--- config.mk ---
export PLATFORM = sky130hd
export DESIGN_NAME = perf_event_counter_unit
export DESIGN_NICKNAME = d
export VERILOG_FILES = /design/src/rtl/perf_event_pkg.sv /design/src/rtl/perf_mode_qual.sv /design/src/rtl/perf_event_lane.sv /design/src/rtl/perf_event_counter_unit.sv
export SDC_FILE = /design/constraint.sdc
export NUM_CORES = 1
export LEC_CHECK = 0
export ABC_AREA = 1
export BUFFER_PORTS_ARGS = -buffer_cell sky130_fd_sc_hd__buf_2
export CORE_AREA = 2 2 143 89
export CTS_CLUSTER_DIAMETER = 200
export CTS_CLUSTER_SIZE = 8
export DETAILED_ROUTE_END_ITERATION = 8
export DIE_AREA = 0 0 145 91
export HOLD_SLACK_MARGIN = 0.08
export PLACE_DENSITY = 0.81
export SETUP_SLACK_MARGIN = 0.2
export SLEW_MARGIN = 10
export SYNTH_ARGS = -nofsm -noshare
export SYNTH_HDL_FRONTEND = slang
export SYNTH_SLANG_ARGS = --single-unit
--- constraint.sdc ---
create_clock -name clk -period 2.2 [get_ports clk]
set_clock_uncertainty 0.2 [all_clocks]
set_input_delay 0.22 -clock clk [delete_from_list [all_inputs] [get_ports clk]]
set_output_delay 0.22 -clock clk [all_outputs]
set_load 0.02 [all_outputs]
--- src/rtl/perf_event_pkg.sv ---
package perf_event_pkg;
   localparam int CTRL_W      = 13;
   localparam int BIT_EXC     = 0;
   localparam int BIT_KERNEL  = 1;
   localparam int BIT_SUPER   = 2;
   localparam int BIT_USER    = 3;
   localparam int BIT_IRQ_EN  = 4;
   localparam int SEL_LSB     = 5;

   typedef enum logic [1:0] {
      PRIV_KERNEL = 2'd0,
      PRIV_SUPER  = 2'd1,
      PRIV_USER   = 2'd2,
      PRIV_NONE   = 2'd3
   } priv_e;

   localparam logic ADDR_CTRL  = 1'b0;
   localparam logic ADDR_COUNT = 1'b1;
endpackage

--- src/rtl/perf_mode_qual.sv ---
module perf_mode_qual
   import perf_event_pkg::*;
(
   input  logic [3:0] mode_en,
   input  logic       exc_level,
   input  logic [1:0] priv_mode,
   output logic       allow
);
   priv_e pm;
   always_comb begin
      pm = priv_e'(priv_mode);
      if (exc_level) begin
         allow = mode_en[BIT_EXC];
      end else begin
         unique case (pm)
            PRIV_KERNEL: allow = mode_en[BIT_KERNEL];
            PRIV_SUPER:  allow = mode_en[BIT_SUPER];
            PRIV_USER:   allow = mode_en[BIT_USER];
            default:     allow = 1'b0;
         endcase
      end
   end
endmodule

--- src/rtl/perf_event_lane.sv ---
module perf_event_lane #(
   parameter int CNT_W  = 32,
   parameter int NUM_EV = 16,
   localparam int SEL_W = $clog2(NUM_EV)
) (
   input  logic              clk,
   input  logic              rst_n,
   input  logic              allow,
   input  logic [SEL_W-1:0]  sel,
   input  logic [NUM_EV-1:0] events,
   input  logic              ld_en,
   input  logic [CNT_W-1:0]  ld_val,
   output logic [CNT_W-1:0]  cnt
);
   logic hit;
   assign hit = allow & events[sel];

   always_ff @(posedge clk) begin
      if (!rst_n)      cnt <= '0;
      else if (ld_en)  cnt <= ld_val;
      else if (hit)    cnt <= cnt + CNT_W'(1);
   end
endmodule

--- src/rtl/perf_event_counter_unit.sv ---
module perf_event_counter_unit
   import perf_event_pkg::*;
#(
   parameter int CNT_W   = 32,
   parameter int NUM_EV  = 16,
   parameter int NUM_CNT = 2,
   localparam int SEL_W  = $clog2(NUM_EV),
   localparam int DATA_W = CNT_W * NUM_CNT
) (
   input  logic              clk,
   input  logic              rst_n,
   input  logic              reg_wr_en,
   input  logic              reg_addr,
   input  logic [63:0]       reg_wdata,
   output logic [63:0]       reg_rdata,
   input  logic [NUM_EV-1:0] event_in,
   input  logic [1:0]        priv_mode,
   input  logic              exc_level,
   output logic              irq
);
   generate
      if (DATA_W != 64)
         $error("packed count word must be 64 bits wide");
      if (SEL_LSB + NUM_CNT * SEL_W != CTRL_W)
         $error("selector fields must fill control bits up to CTRL_W");
      if (NUM_EV != (1 << SEL_W))
         $error("NUM_EV must be a power of two");
   endgenerate

   logic [CTRL_W-1:0]             ctrl_q;
   logic [NUM_CNT-1:0][CNT_W-1:0] lane_cnt;
   logic [NUM_CNT-1:0]            lane_msb;
   logic                          allow;
   logic                          wr_ctrl, wr_count;

   assign wr_ctrl  = reg_wr_en && (reg_addr == ADDR_CTRL);
   assign wr_count = reg_wr_en && (reg_addr == ADDR_COUNT);

   always_ff @(posedge clk) begin
      if (!rst_n)       ctrl_q <= '0;
      else if (wr_ctrl) ctrl_q <= reg_wdata[CTRL_W-1:0];
   end

   perf_mode_qual mode_i (
      .mode_en   (ctrl_q[BIT_USER:BIT_EXC]),
      .exc_level (exc_level),
      .priv_mode (priv_mode),
      .allow     (allow)
   );

   for (genvar i = 0; i < NUM_CNT; i++) begin : g_lane
      perf_event_lane #(.CNT_W(CNT_W), .NUM_EV(NUM_EV)) lane_i (
         .clk    (clk),
         .rst_n  (rst_n),
         .allow  (allow),
         .sel    (ctrl_q[SEL_LSB + i*SEL_W +: SEL_W]),
         .events (event_in),
         .ld_en  (wr_count),
         .ld_val (reg_wdata[i*CNT_W +: CNT_W]),
         .cnt    (lane_cnt[i])
      );
      assign lane_msb[i] = lane_cnt[i][CNT_W-1];
   end

   assign irq = ctrl_q[BIT_IRQ_EN] & (|lane_msb);

   always_comb begin
      if (reg_addr == ADDR_COUNT) reg_rdata = lane_cnt;
      else                        reg_rdata = {{(64-CTRL_W){1'b0}}, ctrl_q};
   end
endmodule

==> key figures <==
STA
  • Worst-Margin Slew: ~0.5 ns
  • Unrepaired setup endpoints after global routing: true
  • Min Hold Slack: 0.09080 ns
  • Slew Viols, Final: 0
  • Fin crit period: ~1.9 ns
  • TNS Setup: 0 ns
  • Tcrit/Tclk final: 0.8659
  • Final hold vios: 0
  • F_max: roughly 520 MHz
  • Final setup fails: 0
  • Slew HR: 0.6763

Floorplanning
  • Standard-cell row count: 31
  • I/O Pins: roughly 150
  • Core ar.: 11830 µm²
  • Die area: 13200 µm²
  • Die height: slightly above 90 µm
  • Initial Util: 0.5460
  • DIE WIDTH: between 100 and 150 µm

Power and ir drop
  • Pwr Density: about 550 nW/µm²
  • Pwr Total: around 4.6 mW
  • Worst vdd ir: slightly below 500 µV
  • Leakage: 4.372 nW

Route
  • Drt pass-1 iters: 5
  • Drt initial violations: 863
  • Per-cell routed wire length: about 14 µm
  • ANT nets after route: 0
  • Total number of vias: 8249
  • DRC errors left: 0
  • Routed wire length: between 20000 and 25000 µm
  • Vias per inst: 5.211

Job
  • Max-cap viol count: 0

Final layout
  • Final net count: between 1500 and 2000
  • N_diodes: 0
  • Most frequent cells in the layout: 463 x nand2_1, 186 x nor2_1, 151 x buf_2, 140 x nand3_1, 123 x inv_1
  • Most common cell after layout, fill and taps aside: nand2_1
  • P&R area growth vs syn: 30.10%
  • Post-Layout Cell Count: between 1500 and 2000
  • Share of post-route cells with drive strength above 1: 0.1876

GRT
  • Pin count of the biggest net entering global routing: between 100 and 150
  • GRT Overall Usage: 0.3341
  • Initial antenna violation count: 0
  • Total grt overflow: 0
  • Vias in the first global route: between 7000 and 8000
  • First-pass GRT wire length: ~37000 µm

CTS
  • Total clock sinks: 77
  • Worst skew pair latency: ~0.35 ns
  • TritonCTS Buffers: 9
  • CTS tree: yes
  • H-tree Lvls: 3
  • Clk buf depth: 2
  • Worst-path clk slew: 0.07 ns
  • Root buffer cell: clkbuf_16

Worst setup path
  • CP Data Required Time: 2.29 ns
  • CP Launch Point: g_lane[1].lane_i.cnt[1]
  • Startpoint types: flop
  • Worst setup EP type: flop
  • CP cell instances: ha_4, nand3_4, inv_2, nand2_2, nor2_4, inv_2, o21ai_1, nand3_1, nand2_1, nor2_1, nor2_1
  • WP data arrival: approximately 2.0 ns
  • Buf/Inv on CP: 2
  • Critical path class: reg2reg
  • Critical Path Max Stage Delay: 0.38 ns
  • Crit Reg-Reg Startpoint: g_lane[1].lane_i.cnt[1]
  • Max FO, Critical Path: 7
  • Slowest-stage cell, CP: dfxtp_2
  • Delay-heaviest family, CP: simple AND/OR/NAND/NOR gates

Placed design
  • Port buffer count: roughly 150
  • GP Congestion: 1.028
  • Placed Cells: between 1500 and 2000
  • HPWL Detailed: approximately 15000 µm

Synthesis
  • Gate Count Post-Synth: around 1200
  • Distinct cells, synth: 29
  • Post-synthesis sequential area ratio: 0.2387
  • #FFs+latches synth: 77
  • Synth warn: 0
  • Synth Cell Area: about 6500 µm²
  • Syn Nets: roughly 1300
  • Mapped Avg Cell Area: about 5.3 µm²

Worst hold path
  • Hold crit path type: in2reg
  • Hold Startpoint: rst_n

Outcome
  • Outcome: finished clean
==> tightest hold or removal path, stage by stage <==
cell and delay (ns):
buf_2 0.23, nand2_1 0.11, nor2_1 0.03
==> state kept, by name, indices dropped and copies added, names as in the netlist <==
register,cells
ctrl_q,13
g_lane.lane_i.cnt,64
==> routing by layer <==
metal	up-vias	GRT usage	wire length (µm)	part of all wire
li1	4153	-	-	-
met1	3612	0.4989	10440	0.48
met2	459	0.4893	8768	0.40
met3	25	0.07387	2545	0.12
met4	0	0.06601	213	0.0097
met5	-	0	0	0
==> synthesized netlist by cell type <==
| library cell | number | area, µm² |
|---|---|---|
| a21oi_1 | 31 | 155.2 |
| a31oi_1 | 2 | 12.51 |
| buf_1 | 5 | 18.77 |
| buf_2 | 13 | 65.06 |
| buf_4 | 2 | 15.01 |
| buf_6 | 7 | 78.83 |
| clkbuf_1 | 25 | 93.84 |
| clkinv_1 | 5 | 18.77 |
| dfxtp_1 | 77 | 1541 |
| ha_1 | 2 | 25.02 |
| inv_1 | 124 | 465.5 |
| inv_2 | 11 | 41.29 |
| inv_4 | 3 | 18.77 |
| nand2_1 | 465 | 1745 |
| nand2_2 | 8 | 50.05 |
| nand2_4 | 1 | 11.26 |
| nand3_1 | 141 | 705.7 |
| nand3_2 | 7 | 70.07 |
| nand3b_1 | 9 | 67.56 |
| nand4_1 | 2 | 12.51 |
| nor2_1 | 195 | 732.0 |
| nor2_2 | 12 | 75.07 |
| nor2_4 | 6 | 67.56 |
| o21ai_0 | 40 | 200.2 |
| o21ai_1 | 11 | 55.05 |
| o31ai_1 | 4 | 30.03 |
| or2_1 | 4 | 25.02 |
| xnor2_1 | 3 | 26.28 |
| xor2_1 | 4 | 35.03 |
==> final timing paths <==
| kind | endpoint | slack [ns] | cells after the start |
|---|---|---|---|
| worst min-delay path | g_lane[0].lane_i.cnt[15] | 0.09 | 3 |
| worst min register to register | ctrl_q[1] | 0.28 | 2 |
| worst max register to register | g_lane[1].lane_i.cnt[20] | 0.30 | 11 |
| worst max-delay path | g_lane[1].lane_i.cnt[20] | 0.30 | 11 |
==> what timing repair did <==
| item | 4_1_cts | 5_1_grt |
|---|---|---|
| pin swaps | 0 | 6 |
| setup endpoints to repair | 2 | 63 |
| hold buffers | 64 | 0 |
| gates resized for setup | 1 | 43 |
| buffers inserted | 0 | 2 |
| hold endpoints to repair | 74 | 0 |
==> metrics by stage <==
step / instance area (µm²) / utilization / setup slack (ns)
after global routing: 8403 / 0.7103 / 0.1534
after detailed placement: 7327 / 0.6194 / 0.2096
final: 8403 / 0.7103 / 0.2950
after floorplan: 6459 / - / 0.5322
after global placement: 7327 / 0.6194 / 0.2862
after CTS: 8263 / 0.6985 / 0.2266
==> logic make-up (layout without fill, tap and decap cells) <==
logic type,count (synthesis),in the layout,share of synthesized area
and+or+nand+nor,850,850,0.5515
buffers and inverters,195,394,0.1263
AOI/OAI and AO/OA,88,88,0.07013
DFF,77,77,0.2387
xor gates and xnor gates,7,7,0.009493
adders and majority gates,2,2,0.003874
==> power by group <==
part | switching (mW) | internal [mW]
Sequential | 0.207 | 1.54
Combinational | 0.827 | 0.534
Clock | 0.701 | 0.797
==> layout make-up <==
class,count,area (µm²)
fill,1068,3427
clock inverter,7,66.31
clock buffer,9,225.2
inverter,143,549.3
timing repair buffer,235,1604
sequential,77,1564
tap,165,206.4
multi-input combinational,947,4188
Note: power is estimated with default switching activity, not from simulation.
